--- config.mk ---
export PLATFORM = sky130hd
export DESIGN_NAME = adc_result_bank
export DESIGN_NICKNAME = d
export VERILOG_FILES = /design/src/rtl/adc_result_pkg.sv /design/src/rtl/adc_rb_decode.sv /design/src/rtl/adc_rb_slot.sv /design/src/rtl/adc_rb_rdmux.sv /design/src/rtl/adc_result_bank.sv
export SDC_FILE = /design/constraint.sdc
export NUM_CORES = 2
export LEC_CHECK = 0
export ABC_AREA = 1
export BUFFER_PORTS_ARGS = -buffer_cell sky130_fd_sc_hd__buf_2
export CORE_MARGIN = 2
export CORE_UTILIZATION = 50
export CTS_CLUSTER_SIZE = 12
export DETAILED_ROUTE_END_ITERATION = 12
export PLACE_DENSITY_LB_ADDON = 0.12
export SYNTH_ARGS = -nofsm -noshare
export SYNTH_HDL_FRONTEND = slang
export SYNTH_SLANG_ARGS = --single-unit
--- constraint.sdc ---
create_clock -name clk_i -period 2.1 [get_ports clk_i]
set_input_delay 0.315 -clock clk_i [delete_from_list [all_inputs] [get_ports clk_i]]
set_output_delay 0.315 -clock clk_i [all_outputs]
set_load 0.1 [all_outputs]
--- src/rtl/adc_result_pkg.sv ---
package adc_result_pkg;

    localparam int CH_IDX_W  = 7;
    localparam int SAMPLE_W  = 10;
    localparam int WORD_W    = 32;
    localparam int CH_FIRST  = 32;
    localparam int GROUP_SZ  = 32;
    localparam int GROUP_CNT = 2;
    localparam int CH_LAST   = CH_FIRST + GROUP_SZ * GROUP_CNT - 1;

    // bit positions of the read word, fixed by what software decodes
    localparam int POS_FRESH = 19;
    localparam int POS_OVERW = 18;
    localparam int POS_TAG   = 16;

    typedef enum logic [1:0] {
        TAG_NORMAL   = 2'b00,
        TAG_INJECTED = 2'b01,
        TAG_TRIGGER  = 2'b10,
        TAG_RESERVED = 2'b11
    } conv_tag_e;

    typedef struct packed {
        logic                fresh;
        logic                overw;
        conv_tag_e           tag;
        logic [SAMPLE_W-1:0] sample;
    } slot_t;

    typedef struct packed {
        conv_tag_e           tag;
        logic [SAMPLE_W-1:0] sample;
    } result_t;

    function automatic logic [WORD_W-1:0] pack_word(slot_t s);
        logic [WORD_W-1:0] w;
        w                       = '0;
        w[POS_FRESH]            = s.fresh;
        w[POS_OVERW]            = s.overw;
        w[POS_TAG +: 2]         = s.tag;
        w[SAMPLE_W-1:0]         = s.sample;
        return w;
    endfunction

    function automatic logic idx_in_window(logic [CH_IDX_W-1:0] idx);
        return (idx >= CH_IDX_W'(CH_FIRST)) && (idx <= CH_IDX_W'(CH_LAST));
    endfunction

endpackage

--- src/rtl/adc_rb_decode.sv ---
module adc_rb_decode
    import adc_result_pkg::*;
#(
    parameter int IDX_W   = CH_IDX_W,
    parameter int BASE    = CH_FIRST,
    parameter int COUNT   = GROUP_SZ * GROUP_CNT,
    localparam int OFF_W  = $clog2(COUNT)
) (
    input  logic [IDX_W-1:0] idx_i,
    output logic             hit_o,
    output logic [OFF_W-1:0] off_o
);
    localparam logic [IDX_W-1:0] LO = IDX_W'(BASE);
    localparam logic [IDX_W-1:0] HI = IDX_W'(BASE + COUNT - 1);

    logic [IDX_W-1:0] diff;

    always_comb begin
        hit_o = (idx_i >= LO) && (idx_i <= HI);
        diff  = idx_i - LO;
        off_o = OFF_W'(diff);
    end
endmodule

--- src/rtl/adc_rb_slot.sv ---
module adc_rb_slot
    import adc_result_pkg::*;
(
    input  logic    clk_i,
    input  logic    rst_i,
    input  logic    ovwr_en_i,
    input  logic    wr_hit_i,
    input  result_t wr_res_i,
    input  logic    rd_hit_i,
    output slot_t   slot_o
);
    slot_t cur;

    always_ff @(posedge clk_i) begin
        if (rst_i) begin
            cur <= '0;
        end else if (wr_hit_i) begin
            if (rd_hit_i || !cur.fresh) begin
                // slot is empty, or the same-cycle read has consumed it
                cur.fresh  <= 1'b1;
                cur.overw  <= rd_hit_i ? 1'b0 : cur.overw;
                cur.tag    <= wr_res_i.tag;
                cur.sample <= wr_res_i.sample;
            end else begin
                cur.overw <= 1'b1;
                if (ovwr_en_i) begin
                    cur.tag    <= wr_res_i.tag;
                    cur.sample <= wr_res_i.sample;
                end
            end
        end else if (rd_hit_i) begin
            cur.fresh <= 1'b0;
            cur.overw <= 1'b0;
        end
    end

    assign slot_o = cur;
endmodule

--- src/rtl/adc_rb_rdmux.sv ---
module adc_rb_rdmux
    import adc_result_pkg::*;
#(
    parameter int COUNT  = GROUP_SZ * GROUP_CNT,
    localparam int OFF_W = $clog2(COUNT)
) (
    input  logic              clk_i,
    input  logic              rst_i,
    input  logic              acc_i,
    input  logic              rd_hit_i,
    input  logic [OFF_W-1:0]  off_i,
    input  slot_t             slots_i [COUNT],
    output logic [WORD_W-1:0] word_o
);
    logic [WORD_W-1:0] sel_word;
    logic [WORD_W-1:0] q;

    always_comb begin
        sel_word = '0;
        if (rd_hit_i) begin
            sel_word = pack_word(slots_i[off_i]);
        end
    end

    always_ff @(posedge clk_i) begin
        if (rst_i) begin
            q <= '0;
        end else if (acc_i) begin
            q <= sel_word;
        end
    end

    assign word_o = q;
endmodule

--- src/rtl/adc_result_bank.sv ---
module adc_result_bank
    import adc_result_pkg::*;
#(
    parameter int BASE_CH  = CH_FIRST,
    parameter int GRP_SZ   = GROUP_SZ,
    parameter int GRP_CNT  = GROUP_CNT,
    localparam int CH_CNT  = GRP_SZ * GRP_CNT,
    localparam int OFF_W   = $clog2(CH_CNT)
) (
    input  logic                clk_i,
    input  logic                rst_i,
    input  logic                ovwr_en_i,
    input  logic                cv_wr_i,
    input  logic [CH_IDX_W-1:0] cv_ch_i,
    input  logic [SAMPLE_W-1:0] cv_data_i,
    input  logic [1:0]          cv_mode_i,
    input  logic                bus_sel_i,
    input  logic                bus_we_i,
    input  logic [CH_IDX_W-1:0] bus_ch_i,
    output logic [WORD_W-1:0]   rd_data_o
);
    logic             wr_in, bus_in;
    logic [OFF_W-1:0] wr_off, bus_off;
    logic             rd_hit;
    logic [CH_CNT-1:0] wr_sel, rd_sel;
    result_t          new_res;
    slot_t            slots [CH_CNT];

    adc_rb_decode #(.IDX_W(CH_IDX_W), .BASE(BASE_CH), .COUNT(CH_CNT)) u_wr_dec (
        .idx_i (cv_ch_i),
        .hit_o (wr_in),
        .off_o (wr_off)
    );

    adc_rb_decode #(.IDX_W(CH_IDX_W), .BASE(BASE_CH), .COUNT(CH_CNT)) u_bus_dec (
        .idx_i (bus_ch_i),
        .hit_o (bus_in),
        .off_o (bus_off)
    );

    always_comb begin
        rd_hit         = bus_sel_i && !bus_we_i && bus_in;
        new_res.tag    = conv_tag_e'(cv_mode_i);
        new_res.sample = cv_data_i;
        wr_sel         = (cv_wr_i && wr_in) ? (CH_CNT'(1) << wr_off) : '0;
        rd_sel         = rd_hit ? (CH_CNT'(1) << bus_off) : '0;
    end

    for (genvar g = 0; g < GRP_CNT; g++) begin : g_grp
        for (genvar c = 0; c < GRP_SZ; c++) begin : g_ch
            localparam int K = g * GRP_SZ + c;
            adc_rb_slot u_slot (
                .clk_i     (clk_i),
                .rst_i     (rst_i),
                .ovwr_en_i (ovwr_en_i),
                .wr_hit_i  (wr_sel[K]),
                .wr_res_i  (new_res),
                .rd_hit_i  (rd_sel[K]),
                .slot_o    (slots[K])
            );
        end
    end

    adc_rb_rdmux #(.COUNT(CH_CNT)) u_rdmux (
        .clk_i    (clk_i),
        .rst_i    (rst_i),
        .acc_i    (bus_sel_i),
        .rd_hit_i (rd_hit),
        .off_i    (bus_off),
        .slots_i  (slots),
        .word_o   (rd_data_o)
    );
endmodule

* Word level (Yosys, flattened, before mapping)
Cells that the tools add are included.
** Storage, ports and cells
- Flip-flop bits (word level) :: 928
- Input bits :: 32
- Logic and storage cells :: 1176
- Output and inout port bits :: 32
** Operators by class
- Magnitude comparators :: 5
- Equality and inequality tests :: 128
- Bitwise logic cells :: 1
- Shift-type cells :: 2
- Reduce and logical (&&, ||, !) cells :: 454
- Muxes and demuxes :: 327
- Add/subtract/negate cells :: 2
** Operators by type and width (count)
- two-way mux 13 bit :: 64
- AND reduction 2 bit :: 192
- two-way mux 2 bit :: 128
- nonzero test 2 bit :: 128
- two-way mux 1 bit :: 128
- two-way mux 64 bit :: 2
- != test 2 x 1 -> 1 bit (second input constant) :: 64
- != test 2 bit (second input constant) :: 64
- << shifter 1 x 6 -> 64 bit (first input constant) :: 2
- binary-select mux 14 bit (select 6 bit) :: 1
- logical NOT 1 bit :: 65
- logical OR 1 bit :: 64
- two-way mux 14 bit :: 2
- two-way mux 20 bit :: 1
- greater-or-equal comparator 7 x 6 -> 1 bit (second input constant) :: 2
- <= comparator 7 bit (second input constant) :: 2
- two-way mux 12 bit :: 1
- subtractor 6 bit (second input constant) :: 2
- greater-or-equal comparator 7 bit (second input constant) :: 1
- inverter 6 -> 7 bit :: 1
- logical AND 1 bit :: 5

* Logic depth before layout (Yosys ltp)
- Depth in word-level cells :: 7
- Mapped depth :: 15
- Gate-level depth less buffers :: 12

* Hierarchy
From an unflattened synthesis, not the netlist that was laid out.
** Unflattened totals
- Cells, all modules :: 8198
- Area total of the unflattened synthesis :: 51565.7 um^2
** Modules (own cells, without submodules)
- adc_rb_slot :: cells each 90, sequential area each 280.3 um^2, area an instance 630.6 um^2, times used 64
- adc_rb_rdmux :: cells each 2169, sequential area each 280.3 um^2, area an instance 9947.0 um^2, times used 1
- adc_result_bank :: cells each 249, sequential area each 0.0 um^2, area an instance 1142.3 um^2, times used 1
- adc_rb_decode :: cells each 10, sequential area each 0.0 um^2, area an instance 58.8 um^2, times used 2

* Least setup slack after synthesis
No wires, ideal clock.
- Path kind :: input port to flip-flop
- Start point :: in bus_ch_i[5]
- End point :: reg g_grp[1].g_ch[21].u_slot.cur (netlist bit g_grp[1].g_ch[21].u_slot.slot_o[3])
- Stages :: 13
- Path buffers :: 4
- Data arrival time :: 1.695 ns
- Setup time :: 0.113 ns
- Required time :: 1.987 ns
- Setup slack :: 0.291 ns
- Cell sequence :: buf_6 nand2_1 nand2_1 nor3_4 nand2_2 buf_6 buf_6 o21a_1 nand2_1 nand2_2 buf_6 o21ai_1 nor2_1
** On the way
- Cells in the longest elaborated chain, start to end :: 7
- Elaborated cells between the ends (all ways) :: 11
- Classes of those cells :: add/sub (1); order compare (2); shift (1); mux (2); reduce/logical (5)
** RTL lines
- from (decl) :: line adc_result_bank.sv:19 : input logic [CH_IDX_W-1:0] bus_ch_i,
- greater-or-equal comparator 7 x 6 -> 1 bit or <= comparator 7 bit (tied branches) :: line adc_rb_decode.sv:19 : hit_o = (idx_i >= LO) && (idx_i <= HI);
- logical AND 1 bit :: line adc_rb_decode.sv:19
- logical AND 1 bit :: line adc_result_bank.sv:42 : rd_hit = bus_sel_i && !bus_we_i && bus_in;
- two-way mux 64 bit * :: line adc_result_bank.sv:46 : rd_sel = rd_hit ? (CH_CNT'(1) << bus_off) : '0;
- logical OR 1 bit * :: line adc_rb_slot.sv:18 : if (rd_hit_i || !cur.fresh) begin
- nonzero test 2 bit (no line)
- AND reduction 2 bit (no line)
- to (decl) :: line adc_rb_slot.sv:12 : slot_t cur;
Mark *: on every way between the ends. The rest lies on a longest branch, timed or not.
A chain may end at the register's enable or synchronous reset.

* Final worst setup path
- Start point :: reg u_rdmux.q[1], in the netlist u_rdmux.word_o[1]
- End point :: out rd_data_o[1]
** RTL lines
- from (decl) :: line adc_rb_rdmux.sv:16 : logic [WORD_W-1:0] q;
- from (signal assigned) :: line adc_rb_rdmux.sv:29 : q <= sel_word;
- to (decl) :: line adc_result_bank.sv:20 : output logic [WORD_W-1:0] rd_data_o
No word-level cell between the ends.

==> metrics.csv <==
stage;metric;value;unit
run_status;status;complete, no violations;
global_routing;grt total ovfl;0;
routing;met3 routed WL;14700;µm
routing;metal2 WL;65000;µm
synthesis;top-count cell post-synth;nor2_1;
clock_tree;worst-skew pair later-pin latency;0.67;ns
synthesis;Cell Area, Synth;41800;µm²
pwr;Switching Share;0.261;
synthesis;Seq cells post-synth;910;
run;Max Cap Violations;0;
routing;DRC;0;
die;Die ar.;86000;µm²
sta;worst slew pin tran;0.775;ns
pwr;combinational share of power;0.104;
layout;final core occ;0.606;
global_routing;largest net degree at the start of global routing;134;
worst_setup_path;crit path cell chain;buf_2;
pwr;leakage power;21.0;nW
layout;post-layout net count;6671;
routing;Final ANT Viol Nets;0;
worst_setup_path;WP data required;1.78;ns
worst_setup_path;Crit Path Class;register to output pin;
die;core area;83300;µm²
sta;final setup fails;0;
place;Final HPWL DP;106000;µm
synthesis;yosys warns;0;
sta;Final Hold Viols;0;
layout;Non-Filler Instances;7800;
clock_tree;CTS Hold Bufs;0;
sta;final worst path period share;0.961;
synthesis;Synth top area share;0.436;
die;io pins;64;
routing;drt wl/cell;19.6;µm
synthesis;Synth area leaders;dfxtp_1, nor2_1, o21ai_0, nand2_1, a21oi_1;
routing;routed vias;42500;
synthesis;post-synthesis sequential area ratio;0.436;
worst_setup_path;Worst path slowest cell;dfxtp_1;
clock_tree;clk root buf;clkbuf_16;
min_path;min-delay worst type;input pin to register;
synthesis;Post-synth EDFFs;0;
worst_setup_path;cell family with most CP delay;flip-flops;
worst_setup_path;Critical Path Start Type;register;
layout;Area growth syn-to-layout;20.6;%
worst_setup_path;Worst Path Arrival;1.70;ns
clock_tree;H-tree levels;3;
die;row count;106;
synthesis;ys flop type;dfxtp_1;
sta;worst-case headroom to the max-slew limit;0.483;
clock_tree;clk sinks;910;
sta;setup TNS;0;ns
routing;DR vias/cell;5.45;
sta;max frequency;496;MHz
place;RD Place Congestion;1.02;
clock_tree;Post-CTS Setup Bufs;0;
layout;# diodes;0;
pwr;Reg power frac;0.436;
clock_tree;CTS Buffer Depth;3;
worst_setup_path;Worst path max stage delay;0.53;ns
clock_tree;Num CTS Buffers;101;
pwr;PD cells;790;nW/µm²
worst_setup_path;critical path endpoint category;output pin;
global_routing;global-route wire length before repair;233000;µm
global_routing;vias in the first global route;39100;
sta;RSZ-0062 raised after global routing;no;
clock_tree;# resized after CTS;0;
place;placed insts;7616;
global_routing;antenna violations before repair;4;
pwr;Switch Pwr;10.4;mW
layout;share of cells above drive strength 1;0.129;
worst_setup_path;CP max FO;2;
die;Die X;293;µm
place;setup slack at placement;-0.394;ns
routing;DRT iter0 DRCs;4626;
sta;worst setup slack after layout;0.0827;ns
synthesis;syn_area_per_cell;6.54;µm²
die;DIE HEIGHT;293;µm
die;starting density of the core;0.502;
routing;Met1 Wirelength;67500;µm
synthesis;Yosys cell types;32;
synthesis;area leader, netlist;dfxtp_1;
synthesis;Mapped Cells;6396;
pwr;clock share of power;0.459;
clock_tree;CTS clk-pin slew, worst paths;0.06;ns
routing;max layer used;met4;
place;port bufs;45;
sta;minimum clock period after layout;2.02;ns
pwr;Design Power;39.9;mW
sta;Final Max Tran Viols;0;
routing;total wire length;152000;µm
pwr;Pint;29.4;mW
synthesis;Post-synth top cells;nor2_1, dfxtp_1, o21ai_0;
worst_setup_path;buffer and inverter count on the worst path;1;
global_routing;all-layer global routing usage;0.349;
pwr;VDD IR max;0.639;mV
clock_tree;TritonCTS clock tree;built;
synthesis;asr flop ratio synth;0;
sta;Final Skew;0.0303;ns
routing;drt pass-1 iters;6;
path summary, 6_finish.rpt:
kind	startpoint	endpoint	slack, ns	cells after the start
setup / recovery	u_rdmux.word_o[1]	rd_data_o[1]	0.08	1
hold / removal	rst_i	g_grp[1].g_ch[10].u_slot.slot_o[8]	0.10	4
setup reg to reg	g_grp[0].g_ch[16].u_slot.slot_o[10]	u_rdmux.word_o[16]	0.25	8
hold reg to reg	g_grp[0].g_ch[10].u_slot.slot_o[3]	g_grp[0].g_ch[10].u_slot.slot_o[3]	0.45	2
power groups by stage:
stage / Sequential [mW] / Clock (mW) / Combinational, mW
6_report: 17.4 / 18.3 / 4.15
5_1_grt: 17.4 / 19.2 / 4.45
4_1_cts: 17.4 / 18.5 / 4.05
3_5_place_dp: 17.8 / 0 / 4.04
3_3_place_gp: 17.8 / 0 / 4.03
2_1_floorplan: 17.8 / 0 / 2.30
cell type report:
class	count	area (µm²)
clock buffers	152	3040
clock inverters	32	390
fillers	7942	32900
inverters	512	1940
multi-input cells	4509	19600
flip-flops and latches	910	18200
well taps	1080	1350
repair buffers	605	5940
kinds of logic (layout without fill, tap and decap cells):
logic type	after synthesis	after routing	share of synthesized area
AND/OR/NAND/NOR	3152	3152	0.303
flip-flops	910	910	0.436
other	1	18	0.0000897
AO/OA/AOI/OAI	1339	1339	0.162
buffers and inverters	994	1301	0.0989
layer usage:
metal  vias up  GRT usage
li1      20700          -
met1     19600      0.501
met2      1877      0.529
met3       272     0.0575
met4         0      0.124
met5         -          0
through the flow:
step / hold WS (ns) / instance area [µm²]
final: 0.100 / 50400
after global routing: 0.128 / 50400
after CTS: 0.0676 / 50400
after detailed placement: 0.438 / 47000
after global placement: 0.434 / 47000
after floorplan: 0.424 / 41900
state kept, by name (all words and copies together) (netlist names):
| signal | cells |
|---|---|
| u_rdmux.word_o | 14 |
| g_grp.g_ch.u_slot.slot_o | 896 |
cells in the final DEF (no fill, tap or decap), types with 3 or more instances in the layout:
cell type   count
a211oi_1       13
a21oi_1       447
a31oi_1        13
buf_12        120
buf_2          41
buf_4         443
bufinv_16       7
clkbuf_1       19
clkbuf_16     101
clkbuf_8       32
clkinv_1       17
clkinv_2       17
clkinvlp_4      3
conb_1         18
dfxtp_1       910
inv_1         470
inv_2          21
inv_4           3
nand2_1       683
nand2_2        28
nand2_4         3
nand3_1       436
nand4_1        18
nor2_1       1919
nor2_2         28
nor2_4          5
nor3_1         25
o21a_1          6
o21ai_0       764
o21ai_1        89
o21bai_1        6
or2_2           3
Note: power is estimated with default switching activity, not from simulation.
